--- config.mk ---
export PLATFORM = sky130hd
export DESIGN_NAME = spi_reg_slave
export DESIGN_NICKNAME = d
export VERILOG_FILES = /design/src/rtl/spi_reg_pkg.sv /design/src/rtl/spi_level_sync.sv /design/src/rtl/spi_bit_engine.sv /design/src/rtl/spi_txn_ctrl.sv /design/src/rtl/spi_reg_bank.sv /design/src/rtl/spi_reg_slave.sv
export SDC_FILE = /design/constraint.sdc
export NUM_CORES = 1
export LEC_CHECK = 0
export ABC_AREA = 1
export BUFFER_PORTS_ARGS = -buffer_cell sky130_fd_sc_hd__buf_2
export CAP_MARGIN = 20
export CORE_MARGIN = 2
export CORE_UTILIZATION = 50
export CTS_BUF_LIST = sky130_fd_sc_hd__clkbuf_4 sky130_fd_sc_hd__clkbuf_8
export DETAILED_ROUTE_END_ITERATION = 7
export PLACE_DENSITY = 0.72
export SLEW_MARGIN = 20
export SYNTH_ARGS = -nofsm -noshare
export SYNTH_HDL_FRONTEND = slang
export SYNTH_SLANG_ARGS = --single-unit
--- constraint.sdc ---
create_clock -name clk -period 4.25 [get_ports clk]
set_input_delay 0.85 -clock clk [delete_from_list [all_inputs] [get_ports clk]]
set_output_delay 0.85 -clock clk [all_outputs]
set_load 0.01 [all_outputs]
--- src/rtl/spi_reg_pkg.sv ---
package spi_reg_pkg;

    localparam int ADDR_W      = 6;
    localparam int BYTE_W      = 8;
    localparam int STAT_BASE_I = 48;   // first address of the command / status range
    localparam int FIFO_FIELD  = 4;

    typedef enum logic [1:0] {
        PH_HDR   = 2'd0,
        PH_WDATA = 2'd1,
        PH_RDATA = 2'd2
    } phase_e;

    typedef struct packed {
        logic              rd;
        logic              burst;
        logic [ADDR_W-1:0] addr;
    } hdr_t;

    typedef struct packed {
        logic                  rdy_n;
        logic [2:0]            state;
        logic [FIFO_FIELD-1:0] fill;
    } status_t;

    function automatic logic [FIFO_FIELD-1:0] fill_clamp(input logic [15:0] n);
        return (n > 16'd15) ? 4'hF : n[FIFO_FIELD-1:0];
    endfunction

    function automatic logic addr_between(input logic [ADDR_W-1:0] a, input int lo, input int hi);
        return ({26'd0, a} >= lo) && ({26'd0, a} <= hi);
    endfunction

endpackage

--- src/rtl/spi_level_sync.sv ---
module spi_level_sync #(
    parameter int   STAGES  = 2,
    parameter logic RST_VAL = 1'b0
) (
    input  logic clk,
    input  logic rst,
    input  logic din,
    output logic dout
);
    logic [STAGES-1:0] pipe;

    always_ff @(posedge clk) begin
        if (rst) pipe <= {STAGES{RST_VAL}};
        else     pipe <= {pipe[STAGES-2:0], din};
    end

    assign dout = pipe[STAGES-1];
endmodule

--- src/rtl/spi_bit_engine.sv ---
module spi_bit_engine
    import spi_reg_pkg::*;
(
    input  logic              clk,
    input  logic              rst,
    input  logic              sclk_s,
    input  logic              csn_s,
    input  logic              si_s,
    input  logic [BYTE_W-1:0] tx_byte,
    output logic              active,
    output logic              first_bit,
    output logic              byte_done,
    output logic [BYTE_W-1:0] rx_byte,
    output logic              so_bit
);
    logic        sclk_q;
    logic [2:0]  bit_cnt;
    logic [2:0]  out_idx;
    logic [6:0]  shift_in;
    logic        rise, fall;

    assign active = ~csn_s;
    assign rise   = active & sclk_s & ~sclk_q;
    assign fall   = active & ~sclk_s & sclk_q;

    always_ff @(posedge clk) begin
        if (rst) sclk_q <= 1'b0;
        else     sclk_q <= sclk_s;
    end

    always_ff @(posedge clk) begin
        if (rst || !active) begin
            bit_cnt  <= '0;
            out_idx  <= '0;
            shift_in <= '0;
        end else begin
            if (rise) begin
                shift_in <= {shift_in[5:0], si_s};
                bit_cnt  <= bit_cnt + 3'd1;
            end
            if (fall) out_idx <= bit_cnt;
        end
    end

    assign first_bit = rise && (bit_cnt == 3'd0);
    assign byte_done = rise && (bit_cnt == 3'd7);
    assign rx_byte   = {shift_in, si_s};
    assign so_bit    = tx_byte[3'd7 - out_idx];


    abort_clean_chk: assert property (@(posedge clk) disable iff (rst)
        $rose(csn_s) |=> (bit_cnt == 3'd0));
endmodule

--- src/rtl/spi_txn_ctrl.sv ---
module spi_txn_ctrl
    import spi_reg_pkg::*;
#(
    parameter int NUM_CFG  = 47,
    parameter int NUM_STAT = 14,
    parameter int CNT_W    = 7
) (
    input  logic              clk,
    input  logic              rst,
    input  logic              active,
    input  logic              first_bit,
    input  logic              si_s,
    input  logic              byte_done,
    input  logic [BYTE_W-1:0] rx_byte,
    input  logic              chip_rdy_n,
    input  logic [2:0]        main_state,
    input  logic [CNT_W-1:0]  rx_count,
    input  logic [CNT_W-1:0]  tx_space,
    input  logic [BYTE_W-1:0] rd_data,
    output logic [ADDR_W-1:0] rd_addr,
    output logic              wr_en,
    output logic [ADDR_W-1:0] wr_addr,
    output logic [BYTE_W-1:0] wr_data,
    output logic [BYTE_W-1:0] tx_byte,
    output logic [NUM_STAT-1:0] cmd_strobe
);
    localparam int LAST_CFG_I = NUM_CFG - 1;
    localparam int STAT_END_I = STAT_BASE_I + NUM_STAT - 1;
    localparam logic [ADDR_W-1:0] LAST_CFG = ADDR_W'(LAST_CFG_I);

    phase_e            phase;
    logic [ADDR_W-1:0] addr_q;
    logic              burst_q;
    logic              hdr_rd;
    logic [BYTE_W-1:0] data_q;
    logic [NUM_STAT-1:0] strobe_q;

    hdr_t              hdr;
    status_t           stat_now;
    logic              hdr_cmd;
    logic              hdr_stat;
    logic              dir_rd;
    logic [ADDR_W-1:0] adv_addr;

    assign hdr      = hdr_t'(rx_byte);
    assign hdr_stat = addr_between(hdr.addr, STAT_BASE_I, STAT_END_I);
    assign hdr_cmd  = hdr_stat && !hdr.burst;
    assign adv_addr = (addr_q < LAST_CFG) ? addr_q + 1'b1 : addr_q;
    assign rd_addr  = (phase == PH_HDR) ? hdr.addr : adv_addr;

    assign dir_rd         = (phase == PH_HDR) ? hdr_rd : (phase == PH_RDATA);
    assign stat_now.rdy_n = chip_rdy_n;
    assign stat_now.state = main_state;
    assign stat_now.fill  = dir_rd ? fill_clamp(16'(rx_count)) : fill_clamp(16'(tx_space));
    assign tx_byte        = (phase == PH_RDATA) ? data_q : BYTE_W'(stat_now);

    assign wr_en   = byte_done && (phase == PH_WDATA) && ({26'd0, addr_q} <= LAST_CFG_I);
    assign wr_addr = addr_q;
    assign wr_data = rx_byte;
    assign cmd_strobe = strobe_q;

    always_ff @(posedge clk) begin
        if (rst) begin
            phase    <= PH_HDR;
            addr_q   <= '0;
            burst_q  <= 1'b0;
            hdr_rd   <= 1'b0;
            data_q   <= '0;
            strobe_q <= '0;
        end else begin
            strobe_q <= '0;
            if (!active) begin
                phase <= PH_HDR;
            end else begin
                if (first_bit && phase == PH_HDR) hdr_rd <= si_s;
                if (byte_done) begin
                    unique case (phase)
                        PH_HDR: begin
                            if (hdr_cmd) begin
                                for (int k = 0; k < NUM_STAT; k++)
                                    if (hdr.addr == ADDR_W'(STAT_BASE_I + k)) strobe_q[k] <= 1'b1;
                            end else begin
                                addr_q  <= hdr.addr;
                                burst_q <= hdr.burst && !hdr_stat;
                                phase   <= hdr.rd ? PH_RDATA : PH_WDATA;
                                if (hdr.rd) data_q <= rd_data;
                            end
                        end
                        PH_WDATA: begin
                            if (burst_q) addr_q <= adv_addr;
                            else         phase  <= PH_HDR;
                        end
                        PH_RDATA: begin
                            if (burst_q) begin
                                addr_q <= adv_addr;
                                data_q <= rd_data;
                            end else begin
                                phase <= PH_HDR;
                            end
                        end
                        default: phase <= PH_HDR;
                    endcase
                end
            end
        end
    end


    strobe_onehot_chk: assert property (@(posedge clk) disable iff (rst)
        $onehot0(cmd_strobe));


    strobe_after_byte_chk: assert property (@(posedge clk) disable iff (rst)
        (cmd_strobe != '0) |-> $past(byte_done));


    addr_hold_chk: assert property (@(posedge clk) disable iff (rst)
        ($past(addr_q) == LAST_CFG && $past(phase) != PH_HDR && phase != PH_HDR)
        |-> addr_q == LAST_CFG);


    single_read_end_chk: assert property (@(posedge clk) disable iff (rst)
        (byte_done && phase == PH_RDATA && !burst_q) |=> phase == PH_HDR);
endmodule

--- src/rtl/spi_reg_bank.sv ---
module spi_reg_bank
    import spi_reg_pkg::*;
#(
    parameter int NUM_CFG  = 47,
    parameter int NUM_STAT = 14
) (
    input  logic                       clk,
    input  logic                       rst,
    input  logic                       wr_en,
    input  logic [ADDR_W-1:0]          wr_addr,
    input  logic [BYTE_W-1:0]          wr_data,
    input  logic [ADDR_W-1:0]          rd_addr,
    input  logic [BYTE_W*NUM_STAT-1:0] stat_flat,
    output logic [BYTE_W-1:0]          rd_data,
    output logic [BYTE_W*NUM_CFG-1:0]  cfg_flat
);
    logic [BYTE_W-1:0] mem [NUM_CFG];

    always_ff @(posedge clk) begin
        for (int i = 0; i < NUM_CFG; i++) begin
            if (rst)                                    mem[i] <= '0;
            else if (wr_en && wr_addr == ADDR_W'(i))    mem[i] <= wr_data;
        end
    end

    for (genvar g = 0; g < NUM_CFG; g++) begin : g_flat
        assign cfg_flat[g*BYTE_W +: BYTE_W] = mem[g];
    end

    always_comb begin
        rd_data = '0;
        for (int i = 0; i < NUM_CFG; i++)
            if (rd_addr == ADDR_W'(i)) rd_data = mem[i];
        for (int k = 0; k < NUM_STAT; k++)
            if (rd_addr == ADDR_W'(STAT_BASE_I + k)) rd_data = stat_flat[k*BYTE_W +: BYTE_W];
    end


    write_range_chk: assert property (@(posedge clk) disable iff (rst)
        wr_en |-> ({26'd0, wr_addr} < NUM_CFG));
endmodule

--- src/rtl/spi_reg_slave.sv ---
module spi_reg_slave
    import spi_reg_pkg::*;
#(
    parameter int NUM_CFG     = 47,
    parameter int NUM_STAT    = 14,
    parameter int CNT_W       = 7,
    parameter int SYNC_STAGES = 2
) (
    input  logic                       clk,
    input  logic                       rst,
    input  logic                       sclk,
    input  logic                       csn,
    input  logic                       si,
    output logic                       so,
    output logic                       so_oe,
    input  logic                       chip_rdy_n,
    input  logic [2:0]                 main_state,
    input  logic [CNT_W-1:0]           rx_count,
    input  logic [CNT_W-1:0]           tx_space,
    input  logic [BYTE_W*NUM_STAT-1:0] stat_flat,
    output logic [BYTE_W*NUM_CFG-1:0]  cfg_flat,
    output logic [NUM_STAT-1:0]        cmd_strobe
);
    logic sclk_s, csn_s, si_s;
    logic active, first_bit, byte_done, so_bit;
    logic [BYTE_W-1:0] rx_byte, tx_byte, rd_data, wr_data;
    logic [ADDR_W-1:0] rd_addr, wr_addr;
    logic              wr_en;

    spi_level_sync #(.STAGES(SYNC_STAGES), .RST_VAL(1'b0)) u_sync_sclk (
        .clk(clk), .rst(rst), .din(sclk), .dout(sclk_s));
    spi_level_sync #(.STAGES(SYNC_STAGES), .RST_VAL(1'b1)) u_sync_csn (
        .clk(clk), .rst(rst), .din(csn), .dout(csn_s));
    spi_level_sync #(.STAGES(SYNC_STAGES), .RST_VAL(1'b0)) u_sync_si (
        .clk(clk), .rst(rst), .din(si), .dout(si_s));

    spi_bit_engine u_bits (
        .clk(clk), .rst(rst), .sclk_s(sclk_s), .csn_s(csn_s), .si_s(si_s),
        .tx_byte(tx_byte), .active(active), .first_bit(first_bit),
        .byte_done(byte_done), .rx_byte(rx_byte), .so_bit(so_bit));

    spi_txn_ctrl #(.NUM_CFG(NUM_CFG), .NUM_STAT(NUM_STAT), .CNT_W(CNT_W)) u_ctrl (
        .clk(clk), .rst(rst), .active(active), .first_bit(first_bit), .si_s(si_s),
        .byte_done(byte_done), .rx_byte(rx_byte), .chip_rdy_n(chip_rdy_n),
        .main_state(main_state), .rx_count(rx_count), .tx_space(tx_space),
        .rd_data(rd_data), .rd_addr(rd_addr), .wr_en(wr_en), .wr_addr(wr_addr),
        .wr_data(wr_data), .tx_byte(tx_byte), .cmd_strobe(cmd_strobe));

    spi_reg_bank #(.NUM_CFG(NUM_CFG), .NUM_STAT(NUM_STAT)) u_bank (
        .clk(clk), .rst(rst), .wr_en(wr_en), .wr_addr(wr_addr), .wr_data(wr_data),
        .rd_addr(rd_addr), .stat_flat(stat_flat), .rd_data(rd_data), .cfg_flat(cfg_flat));

    assign so_oe = active;
    assign so    = active & so_bit;


    idle_quiet_chk: assert property (@(posedge clk) disable iff (rst)
        !so_oe |-> (so == 1'b0 && !wr_en));
endmodule

* Word level (Yosys, flattened, before mapping)
Memory sizes are Yosys's and may differ from the RTL's.
Index checks and enable logic that the tools add are counted.
** Storage, ports and cells
- Memories kept :: 1
- Word-level logic and storage cells :: 567
- Input port bits :: 135
- RAM bits :: 376
- Output and inout port bits :: 392
- Bits in registers :: 52
** Memories
- u_bank.mem :: words 47, width 8, rd ports 47, clocked after Yosys merged registers in 0, wr ports 47, line spi_reg_bank.sv:17 : logic [BYTE_W-1:0] mem [NUM_CFG];
** Cells by class
- Equal/unequal tests :: 128
- $lt $le $gt $ge :: 7
- Bitwise gates (word level) :: 58
- Reduce and logical (&&, ||, !) cells :: 72
- Muxes and demuxes :: 285
- $add $sub $neg :: 3
** Operators with widths (number)
- 8-bit two-way mux :: 112
- 6-bit == test (second input constant) :: 58
- 6-bit by 5-bit == test with 1-bit output (second input constant) :: 32
- 1-bit two-way mux :: 159
- 6-bit by 4-bit == test with 1-bit output (second input constant) :: 16
- 1-bit logical AND :: 55
- 6-bit by 3-bit == test with 1-bit output (second input constant) :: 8
- 1-bit OR :: 47
- 6-bit by 2-bit == test with 1-bit output (second input constant) :: 4
- 6-bit two-way mux :: 4
- 8-bit one-hot mux with 2 select lines :: 1
- 7-bit by 4-bit > comparator with 1-bit output (second input constant) :: 2
- 6-bit by 1-bit == test with 1-bit output (second input constant) :: 2
- 6-bit <= comparator (second input constant) :: 2
- 6-bit logical NOT :: 2
- 4-bit two-way mux :: 3
- 6-bit one-hot mux with 2 select lines :: 1
- 6-bit by 1-bit adder with 6-bit output (second input constant) :: 1
- 6-bit greater-or-equal comparator (second input constant) :: 1
- 6-bit < comparator (second input constant) :: 1
- 2-bit two-way mux :: 3
- 2-bit inequality test (second input constant) :: 3
- 1-bit inverter :: 6
- 6-bit AND reduction :: 1
- other kinds (21) :: 29

* Depth between registers and ports, before layout
Gate-level depths: netlist (run 1).
- Depth in word-level cells :: 68
- Mapped depth :: 47
- Mapped depth without buffers :: 47

* Cells and area by module
From an unflattened synthesis (run 1), not the netlist that was laid out.
** Second synthesis, totals
- Cells, all modules :: 2460
- Area, all modules :: 21101.5 sq um
** Modules (own cells, without submodules)
- spi_reg_bank :: sequential area each 11290.8 sq um, area each 18270.0 sq um, cells each 2045, instances 1
- spi_txn_ctrl :: sequential area each 640.6 sq um, area each 1945.6 sq um, cells each 294, instances 1
- spi_bit_engine :: sequential area each 280.3 sq um, area each 709.4 sq um, cells each 100, instances 1
- spi_level_sync at u_sync_sclk ... :: sequential area each 40.0 sq um, area each 55.1 sq um, cells each 6, instances 2
- spi_level_sync at u_sync_csn :: sequential area each 40.0 sq um, area each 58.8 sq um, cells each 7, instances 1
- spi_reg_slave :: sequential area each 0.0 sq um, area each 7.5 sq um, cells each 2, instances 1

* Least setup slack after synthesis (run 1)
Ideal clock, no wire load.
- Path kind :: register to register
- Start point :: register u_ctrl.addr_q[1] (netlist: u_ctrl.wr_addr[1])
- End point :: register u_ctrl.data_q[4]
- Library setup time :: 0.119 ns
- Setup slack :: 0.585 ns
- Period minus slack after synthesis :: 3.665 ns
- Data required time :: 4.131 ns
- Arrival time :: 3.545 ns
- Path buffers :: 1
- Stages on the path, launching flop included :: 46
- Cells stage by stage :: dfxtp_1 > ha_1 > nand3_2 > inv_2 > nand2_1 > nand2_1 > nand2_2 > nand3_2 > nand2_2 > nand2_4 > inv_4 > buf_6 > nand3_1 > nand2_1 > a21oi_1 > nand4_1 > nor2_1 > nand3_1 > [... 10 more ...] > nand2_1 > nand3_1 > nand2_1 > nand4_1 > nand2_1 > nand4_1 > nand2_1 > nand4_1 > nand2_1 > nand4_1 > nand2_1 > nand4_1 > nand2_1 > nand3_1 > nand2_1 > nand4_1 > nand2_1 > a21oi_1
** Between the ends
- Cells in the longest elaborated chain, start to end :: 68
- Elaborated cells between the ends (all ways) :: 130
- Classes of those cells :: add/sub (1); order compare (1); eq/ne (60); mux (67); reduce/logical (1)
** RTL lines
- from (decl) :: line spi_txn_ctrl.sv:32 : logic [ADDR_W-1:0] addr_q;
- from (signal assigned) :: line spi_txn_ctrl.sv:83 : addr_q <= hdr.addr;
- from (signal assigned) :: line spi_txn_ctrl.sv:90 : if (burst_q) addr_q <= adv_addr;
- from (signal assigned) :: line spi_txn_ctrl.sv:95 : addr_q <= adv_addr;
- 6-bit by 1-bit adder with 6-bit output or 6-bit < comparator (tied branches) :: line spi_txn_ctrl.sv:48 : assign adv_addr = (addr_q < LAST_CFG) ? addr_q + 1'b1 : addr_q;
- 6-bit two-way mux * :: line spi_txn_ctrl.sv:48
- 6-bit two-way mux * :: line spi_txn_ctrl.sv:49 : assign rd_addr = (phase == PH_HDR) ? hdr.addr : adv_addr;
- 6-bit logical NOT :: line spi_reg_bank.sv:33 : if (rd_addr == ADDR_W'(i)) rd_data = mem[i];
- 8-bit two-way mux (47 in a row) :: line spi_reg_bank.sv:33
- 8-bit two-way mux (13 in a row) :: line spi_reg_bank.sv:35 : if (rd_addr == ADDR_W'(STAT_BASE_I + k)) rd_data = stat_flat[k*BYTE_W +: BYTE_W];
- 8-bit two-way mux * :: line spi_reg_bank.sv:35
- 8-bit two-way mux :: line spi_txn_ctrl.sv:86 : if (hdr.rd) data_q <= rd_data;
- 8-bit two-way mux :: line spi_txn_ctrl.sv:79 : if (hdr_cmd) begin
- 8-bit one-hot mux with 2 select lines * :: line spi_txn_ctrl.sv:77 : unique case (phase)
- to (signal assigned) :: line spi_txn_ctrl.sv:86
- to (signal assigned) :: line spi_txn_ctrl.sv:96 : data_q <= rd_data;
- to (decl) :: line spi_txn_ctrl.sv:35 : logic [BYTE_W-1:0] data_q;
Mark *: on every way between the ends. The rest lies on a longest branch, timed or not. The select of a mux whose other input is x is not followed.
A chain may end at the register's enable or synchronous reset.

* Worst setup path after layout (run 1)
- Start point :: register u_ctrl.addr_q[1] (netlist: u_ctrl.wr_addr[1])
- End point :: register u_ctrl.data_q[2]
The elaborated chain is that of the path after synthesis.

==> flow_summary.ini, run 1 <==
[sta]
fin_skew_ns = 0.0411
period_needed_ns = 4.79
rsz0062_at_grt = yes
hold_violations = 0
fin_crit_sh_pct = 113
setup_viol = 8
setup_ws_ns = -0.541
max_freq_mhz = 209
tightest_slew_ns = 1.00
setup_tns_ns = -3.81
relSlewSlack_pct = 32.7
finalMaxSlewViolations = 0

[run]
maxCapViolations = 0

[placement]
portBuffers = 526
dpl_cell_area_sq_mm = 0.0254
routabilityCongestion = 0.993
dp.cells = 3555
dpl.hpwl_mm = 60.2

[detailed_routing]
vias = 20700
wl_per_cell_um = 21.7
drc = 0
via_per_inst = 5.59
drt_iter0_drc = 2453
firstDrtPassIters = 6
drt-total-wl_mm = 80.4
antenna_left = 0

[grt]
grt_pass1_vias = 20100
antenna_found_initial = 1
grt.overflow.total = 0
grt_max_degree = 52
track_usage_pct = 36.2
grt_first_pass_wirelength_mm = 119

[cts]
h-tree-depth = 3
cts-buffers-inserted = 71
cts_max_path_buffers = 3
cts_hold_buf = 0
clkSlewWorstSetupHoldPaths_ns = 0.06
cts.sinks = 428
worstSkewPairLatency_ns = 0.64
clockRootBuffer = clkbuf_8
cts_tree = built

[synth]
synth_enable_flop_cells = 376
syn_nets = 2519
synth_cell_types = 45
synth_seq_area_share_pct = 59.1
ys_seq_elements = 428
syn_area_sq_mm = 0.0209
async_flop_share_pct = 0
netlist_instances = 2374
yosys_most_used_dff = edfxtp_1
avgSynthCellArea_sq_um = 8.78
yosysWarnings = 0

[floorplanning]
rows = 74
core_sq_mm = 0.0410
die_area_sq_mm = 0.0434
dieWidth_um = 208
initial_core_util_pct = 50.8
die_h_um = 208
io_pins = 527

[final_layout]
stdcell_area_sq_mm = 0.0273
final_core_util_pct = 66.6
fillCellCount = 3474
layout.cells.non_filler = 3699
fin_nets = 3261
drive_above_1_share_pct = 33.2
areaGrowthSynthToFinish_pct = 30.9

[setup_path]
crit_top_cell = nand2_1
startpoint_type = flip-flop
worstReg2RegEnd = u_ctrl.data_q[2]$_SDFFE_PP0P_
r2r_cells = 44
end_kind = flip-flop
required_ns = 4.75
critPathMaxStageDelay_ns = 0.35
r2r_slack_ns = -0.54
crit_slowest_cell = dfxtp_2
cp_max_fo = 10
timing.rr.start = u_ctrl.wr_addr[1]$_SDFFE_PP0P_
path_class = flip-flop to flip-flop
cp.arrival_ns = 5.29

[outcome]
outcome = finished, violations left
violations = negative setup slack

[min_path]
min_from = u_sync_si.pipe[0]$_SDFF_PP0_
hold_depth = 2
hold_path.class = flip-flop to flip-flop
min_to = u_sync_si.pipe[1]$_SDFF_PP0_

[pwr]
ir_drop_uv = 288
totalPowerFinal_mw = 9.06
cellLeakagePower_nw = 10.9
powerDensity_mw_per_mm2 = 332
-- worst max-delay path, delay by kind of cell (launching register included) --
| kind | cells | cell delay (ns) |
|---|---|---|
| buffers and inverters | 3 | 0.26 |
| AND/OR/NAND/NOR | 38 | 3.71 |
| AO/OA/AOI/OAI | 3 | 0.30 |
| flip-flops | 1 | 0.35 |
-- what timing repair did --
item,in CTS,in global routing
setup endpoints to repair,8,9
pin swaps,54,54
resized for setup,66,54
gates cloned,1,0
setup buffers,13,6
-- registers in the layout, summed over array words and instances, names as in the netlist --
| register | flops |
|---|---|
| u_sync_csn.pipe | 2 |
| u_ctrl.wr_addr | 6 |
| u_bits.sclk_q | 1 |
| u_sync_sclk.pipe | 2 |
| u_sync_si.pipe | 2 |
| u_ctrl.hdr_rd | 1 |
| u_bits.shift_in | 7 |
| u_ctrl.data_q | 8 |
| u_bits.bit_cnt | 3 |
| u_ctrl.burst_q | 1 |
| u_bank.mem | 376 |
| u_ctrl.phase | 2 |
| u_ctrl.cmd_strobe | 14 |
| u_bits.out_idx | 3 |
-- area by class of cell --
type | count | area, sq um | share of cell area [%]
clock inverter | 27 | 128 | 0.467
inverter | 243 | 928 | 3.40
sequential | 428 | 12300 | 45.2
timing repair inverter | 1 | 11.3 | 0.0412
multi-input combinational | 1623 | 7670 | 28.1
clock buffer | 96 | 1180 | 4.31
timing repair buffer | 748 | 4370 | 16.0
antenna | 1 | 2.50 | 0.00917
tap | 532 | 666 | 2.44
-- metrics by stage --
step | setup WS [ns] | hold WS (ns)
after global placement | -0.600 | 0.391
after floorplan | 0.585 | 0.388
after detailed placement | -0.680 | 0.394
after global routing | -0.971 | 0.414
after CTS | -0.532 | 0.396
final | -0.541 | 0.402
-- worst max path at each step --
stage,from,end,slack [ns]
3_3_place_gp,u_ctrl.wr_addr[2]$_SDFFE_PP0P_,u_ctrl.data_q[7]$_SDFFE_PP0P_,-0.60
5_1_grt,u_ctrl.wr_addr[2]$_SDFFE_PP0P_,u_ctrl.data_q[1]$_SDFFE_PP0P_,-0.97
4_1_cts,u_ctrl.wr_addr[0]$_SDFFE_PP0P_,u_ctrl.data_q[2]$_SDFFE_PP0P_,-0.53
3_5_place_dp,u_ctrl.wr_addr[0]$_SDFFE_PP0P_,u_ctrl.data_q[7]$_SDFFE_PP0P_,-0.68
2_1_floorplan,u_ctrl.wr_addr[1]$_SDFFE_PP0P_,u_ctrl.data_q[4]$_SDFFE_PP0P_,0.59
6_report,u_ctrl.wr_addr[1]$_SDFFE_PP0P_,u_ctrl.data_q[2]$_SDFFE_PP0P_,-0.54
-- per-layer routing --
metal / GRT usage (%) / vias to the layer above / part of all wire (%)
met3: 6.51 / 237 / 11
met4: 16.3 / 0 / 4.5
met1: 48.0 / 9694 / 38
li1: - / 9361 / -
met2: 58.6 / 1371 / 47
met5: 0 / - / 0
-- cells in the final DEF (no fill, tap or decap), types with 5 or more instances in the layout --
master / instances
ha_1: 7
dfxtp_1: 46
o21ai_0: 100
buf_4: 212
inv_2: 32
nand3_1: 86
nand2_4: 16
nand4_1: 102
edfxtp_1: 376
nor2_4: 14
buf_6: 6
clkbuf_8: 73
nand2_2: 25
buf_2: 526
o22ai_1: 5
nand2_1: 482
nand3_2: 23
nor2_2: 17
inv_1: 196
or2_2: 35
clkinv_2: 10
nor2_1: 557
clkinv_1: 25
a21oi_1: 100
nand3_4: 6
clkbuf_4: 23
-- synth_stat cells (2+ instances only) --
master | n | area share, %
nand3_2 | 7 | 0.34
a31oi_1 | 4 | 0.12
nand4_1 | 102 | 3.1
nand2_2 | 14 | 0.42
buf_4 | 2 | 0.072
inv_4 | 3 | 0.090
nand2_4 | 5 | 0.27
dfxtp_1 | 52 | 5.0
a21oi_1 | 102 | 2.4
buf_2 | 3 | 0.072
or2_2 | 35 | 1.0
nor2_2 | 11 | 0.33
buf_6 | 3 | 0.16
inv_1 | 205 | 3.7
nor3_1 | 3 | 0.072
or2_0 | 2 | 0.060
or2_1 | 4 | 0.12
o21ai_0 | 101 | 2.4
nor2_1 | 569 | 10
o32ai_1 | 4 | 0.17
a211oi_1 | 4 | 0.14
nand3_1 | 108 | 2.6
nand2_1 | 506 | 9.1
nor2_4 | 8 | 0.43
buf_1 | 4 | 0.072
o22ai_1 | 5 | 0.15
ha_1 | 10 | 0.60
clkbuf_1 | 68 | 1.2
inv_2 | 24 | 0.43
edfxtp_1 | 376 | 54
clkinv_1 | 11 | 0.20
o21ai_2 | 2 | 0.084
o21ai_1 | 5 | 0.12
-- kinds of logic after synthesis --
group                    Yosys count  share of synthesized area [%]
adder cells (fa/ha/maj)           10                          0.600
buffers and inverters            323                           6.01
AO/OA/AOI/OAI                    235                           5.97
flip-flops                       428                           59.1
AND/OR/NAND/NOR                 1378                           28.3
-- where the power goes --
group	total, mW	internal [mW]	switching [mW]
registers	4.91	4.75	0.158
logic	0.683	0.257	0.426
clock network	3.47	1.79	1.67
total	9.06	6.80	2.26
No activity file was read; power rests on OpenSTA's default activity.
==> run 2, diff against run 1 <==
--- a/config.mk
+++ b/config.mk
@@ -8,11 +8,11 @@
 export ABC_AREA = 1
 export BUFFER_PORTS_ARGS = -buffer_cell sky130_fd_sc_hd__buf_2
 export CAP_MARGIN = 20
+export CORE_ASPECT_RATIO = 1.1
 export CORE_MARGIN = 2
-export CORE_UTILIZATION = 50
-export CTS_BUF_LIST = sky130_fd_sc_hd__clkbuf_4 sky130_fd_sc_hd__clkbuf_8
+export CORE_UTILIZATION = 36
 export DETAILED_ROUTE_END_ITERATION = 7
-export PLACE_DENSITY = 0.72
+export PLACE_DENSITY = 0.54
 export SLEW_MARGIN = 20
 export SYNTH_ARGS = -nofsm -noshare
 export SYNTH_HDL_FRONTEND = slang
==> flow_summary.ini, run 2 (same netlist as run 1, synthesis figures left out) <==
[outcome]
outcome = finished, violations left
violations = negative setup slack

[grt]
grt_pass1_vias = 20000
track_usage_pct = 28.7
grt.overflow.total = 0
antenna_found_initial = 2
grt_first_pass_wirelength_mm = 127
grt_max_degree = 52

[floorplanning]
die_area_sq_mm = 0.0599
io_pins = 527
core_sq_mm = 0.0573
dieWidth_um = 233
rows = 92
initial_core_util_pct = 36.4
die_h_um = 256

[sta]
hold_violations = 0
fin_skew_ns = 0.0230
finalMaxSlewViolations = 0
period_needed_ns = 4.88
setup_ws_ns = -0.626
setup_viol = 8
fin_crit_sh_pct = 115
setup_tns_ns = -4.16
max_freq_mhz = 205
tightest_slew_ns = 0.979
relSlewSlack_pct = 34.7
rsz0062_at_grt = yes

[final_layout]
areaGrowthSynthToFinish_pct = 34.3
drive_above_1_share_pct = 33.5
largest_register_ffs = 376
layout_common_cells = 557 x nor2_1, 526 x buf_2, 476 x nand2_1
final_common_cell = nor2_1
regMostFlops = u_bank.mem
stdcell_area_sq_mm = 0.0280
fin_nets = 3272

[detailed_routing]
vias = 20300
via_per_inst = 5.18
drt-total-wl_mm = 88.2
drt_iter0_drc = 2160
drc = 0
wl_per_cell_um = 22.5
firstDrtPassIters = 5
antenna_left = 0

[cts]
clockRootBuffer = clkbuf_16
cts.sinks = 428
h-tree-depth = 2
cts_tree = built
cts-buffers-inserted = 46
worstSkewPairLatency_ns = 0.60
cts_max_path_buffers = 3
clkSlewWorstSetupHoldPaths_ns = 0.06

[placement]
routabilityCongestion = 0.930
pre_cts_ws_ns = -0.857
dpl_cell_area_sq_mm = 0.0259
portBuffers = 526
dpl.hpwl_mm = 66.8

[setup_path]
crit_top_cell = nand4_1
end_kind = flip-flop
cp.arrival_ns = 5.34
crit_slowest_cell = dfxtp_4
critPathMaxStageDelay_ns = 0.37
path_class = flip-flop to flip-flop
startpoint_type = flip-flop
worst_path_dominant_cell_family = simple AND/OR/NAND/NOR gates
cp_max_fo = 7
required_ns = 4.71
cp.buffers_inverters = 4

[pwr]
cellLeakagePower_nw = 11.1
powerDensity_mw_per_mm2 = 336
ir_drop_uv = 256

[run]
maxCapViolations = 0

[min_path]
hold_path.class = flip-flop to flip-flop
[run 2: cell type report]
| cell class | count | area [sq um] |
|---|---|---|
| multi-input combinational | 1623 | 7720 |
| timing repair buffer | 784 | 4680 |
| clock buffer | 59 | 1220 |
| inverter | 243 | 931 |
| fill | 5611 | 29300 |
| clock inverter | 23 | 168 |
| antenna | 1 | 2.50 |
| tap | 752 | 941 |
| timing repair inverter | 1 | 6.26 |
| sequential | 428 | 12300 |
[run 2: layer usage]
| metal | vias to the layer above | part of all wire (%) | global-route usage, % |
|---|---|---|---|
| li1 | 9379 | - | - |
| met1 | 9808 | 40 | 37.2 |
| met3 | 179 | 7.0 | 3.60 |
| met2 | 927 | 49 | 48.6 |
| met5 | - | 0 | 0 |
| met4 | 0 | 4.0 | 11.6 |
[run 2: worst register-to-register path: cells and delay by family (launching register included)]
| kind | cells | cell delay, ns |
|---|---|---|
| AO/OA/AOI/OAI | 4 | 0.42 |
| flip-flops | 1 | 0.37 |
| buffers and inverters | 4 | 0.39 |
| AND/OR/NAND/NOR | 35 | 3.57 |
[run 2: repair_timing]
item	CTS	global route
resized for setup	99	38
endpoints found under the setup margin	8	9
cloned	1	0
setup buffers	28	1
hold buffers	0	0
pin swaps	72	62
[run 2: report_power, final]
| group | internal (mW) | switching, mW |
|---|---|---|
| sequential | 4.75 | 0.163 |
| clock | 2.10 | 1.71 |
| combinational | 0.263 | 0.434 |
[run 2: metrics by stage]
| step | cells | power (mW) | hold slack, ns | utilization, % |
|---|---|---|---|---|
| after CTS | 3912 | 9.48 | 0.408 | 48.6 |
| after floorplan | 2374 | 5.19 | 0.388 | - |
| after detailed placement | 3803 | 5.68 | 0.398 | 45.1 |
| final | 3914 | 9.42 | 0.403 | 48.9 |
| after global placement | 3803 | 5.67 | 0.392 | 45.1 |
| after global routing | 3914 | 9.70 | 0.419 | 48.9 |
[run 2: final timing paths]
kind	from	to	slack [ns]	cells after the start
worst min register to register	u_sync_sclk.pipe[0]$_SDFF_PP0_	u_sync_sclk.pipe[1]$_SDFF_PP0_	0.40	2
worst max register to register	u_ctrl.wr_addr[1]$_SDFFE_PP0P_	u_ctrl.data_q[4]$_SDFFE_PP0P_	-0.63	43
worst max-delay path	u_ctrl.wr_addr[1]$_SDFFE_PP0P_	u_ctrl.data_q[4]$_SDFFE_PP0P_	-0.63	43
worst min-delay path	u_sync_sclk.pipe[0]$_SDFF_PP0_	u_sync_sclk.pipe[1]$_SDFF_PP0_	0.40	2
==> run 3, diff against run 2 <==
--- a/config.mk
+++ b/config.mk
@@ -13,6 +13,8 @@
 export CORE_UTILIZATION = 36
 export DETAILED_ROUTE_END_ITERATION = 7
 export PLACE_DENSITY = 0.54
+export REMOVE_ABC_BUFFERS = 1
+export SKIP_LAST_GASP = 1
 export SLEW_MARGIN = 20
 export SYNTH_ARGS = -nofsm -noshare
 export SYNTH_HDL_FRONTEND = slang
==> flow_summary.ini, run 3 (same netlist as run 1, synthesis figures left out) <==
[floorplanning]
rows = 92
dieWidth_um = 233
initial_core_util_pct = 36.4
die_h_um = 256
core_sq_mm = 0.0573
io_pins = 527
die_area_sq_mm = 0.0599

[detailed_routing]
routed-wl-met3_mm = 7.66
via_per_inst = 5.27
firstDrtPassIters = 6
drc = 0
drt_iter0_drc = 2089
met1_length_mm = 36.8
vias = 20600
top_layer = met4
wl_met2_mm = 45.9
antenna_left = 0
wl_per_cell_um = 24.0
drt-total-wl_mm = 94.0

[cts]
cts-buffers-inserted = 47
cts_max_path_buffers = 3
cts.sinks = 428
worstSkewPairLatency_ns = 0.60
h-tree-depth = 2
cts_tree = built
cts_hold_buf = 0
clockRootBuffer = clkbuf_16
clkSlewWorstSetupHoldPaths_ns = 0.06

[final_layout]
fin_nets = 3275
final_common_cell = nor2_1
regMostFlops = u_bank.mem
fillCellCount = 5574
areaGrowthSynthToFinish_pct = 35.0
layout_common_cells = 556 x nor2_1, 526 x buf_2, 479 x nand2_1
drive_above_1_share_pct = 33.0
multi_input_area_sq_mm = 0.00772
regArea_sq_mm = 0.0124
largest_register_ffs = 376
layout.cells.non_filler = 3920

[grt]
grt_pass1_vias = 20200
grt_max_degree = 53
grt_first_pass_wirelength_mm = 134
track_usage_pct = 30.6
grt.overflow.total = 0
antenna_found_initial = 2

[sta]
tightest_slew_ns = 0.978
max_freq_mhz = 192
finalMaxSlewViolations = 0
setup_viol = 8
timing.hold.ws_ns = 0.406
relSlewSlack_pct = 34.8
setup_ws_ns = -0.946
period_needed_ns = 5.20
hold_violations = 0
setup_tns_ns = -5.68
rsz0062_at_grt = yes
fin_skew_ns = 0.0270
fin_crit_sh_pct = 122

[setup_path]
required_ns = 4.71
path_class = flip-flop to flip-flop
critPathMaxStageDelay_ns = 0.38
crit_slowest_cell = dfxtp_4
r2r_slack_ns = -0.95
crit_top_cell = nand2_1
cp_max_fo = 5
startpoint_type = flip-flop
cp.arrival_ns = 5.66
end_kind = flip-flop

[run]
maxCapViolations = 0

[placement]
pre_cts_ws_ns = -1.22
dp.cells = 3801
routabilityCongestion = 0.953
dpl.hpwl_mm = 71.1
portBuffers = 526

[outcome]
outcome = finished, violations left
violations = negative setup slack

[pwr]
ir_drop_uv = 266
powerDensity_mw_per_mm2 = 344
cellLeakagePower_nw = 11.1

[min_path]
hold_path.class = flip-flop to flip-flop
[run 3: path summary, 6_finish.rpt]
| check | from | end | cells after the start |
|---|---|---|---|
| worst min register to register | u_sync_si.pipe[0]$_SDFF_PP0_ | u_sync_si.pipe[1]$_SDFF_PP0_ | 2 |
| worst max-delay path | u_ctrl.wr_addr[1]$_SDFFE_PP0P_ | u_ctrl.data_q[7]$_SDFFE_PP0P_ | 43 |
| worst min-delay path | u_sync_si.pipe[0]$_SDFF_PP0_ | u_sync_si.pipe[1]$_SDFF_PP0_ | 2 |
| worst max register to register | u_ctrl.wr_addr[1]$_SDFFE_PP0P_ | u_ctrl.data_q[7]$_SDFFE_PP0P_ | 43 |
[run 3: where the power goes]
part	total [mW]	leakage (nW)	switching, mW	internal (mW)
clock network	4.05	0.719	1.74	2.31
registers	4.93	4.02	0.181	4.75
logic	0.710	6.39	0.446	0.264
total	9.69	11.1	2.36	7.32
[run 3: what timing repair did]
item / CTS / global route
gates cloned: 1 / 0
endpoints found under the setup margin: 9 / 9
pin swaps: 73 / 70
gates resized for setup: 110 / 33
setup buffers: 26 / 5
[run 3: routing by layer]
metal,up-vias,global-route usage [%]
li1,9383,-
met1,10000,39.7
met2,1068,51.3
met3,180,4.80
met4,0,11.7
met5,-,0
[run 3: cell type report]
cell class / count / share of cell area (%)
Sequential cell: 428 / 43.9
Multi-Input combinational cell: 1623 / 27.4
Timing Repair Buffer: 787 / 16.7
Clock buffer: 63 / 4.58
Tap cell: 752 / 3.34
Inverter: 243 / 3.34
Clock inverter: 22 / 0.698
Antenna cell: 2 / 0.0178
[run 3: worst max-delay path, delay by kind of cell, from the launching register on]
kind	cells	cell delay, ns
and+or+nand+nor	32	3.44
AOI/OAI and AO/OA	4	0.45
DFF	1	0.38
buffers and inverters	7	0.78
[run 3: per-stage QoR]
| step | power, mW | utilization (%) | area, sq um |
|---|---|---|---|
| after floorplan | 5.18 | - | 20500 |
| after global placement | 5.69 | 45.1 | 25800 |
| after detailed placement | 5.70 | 45.1 | 25800 |
| after CTS | 9.72 | 48.8 | 28000 |
| after global routing | 9.95 | 49.1 | 28200 |
| final | 9.69 | 49.1 | 28200 |
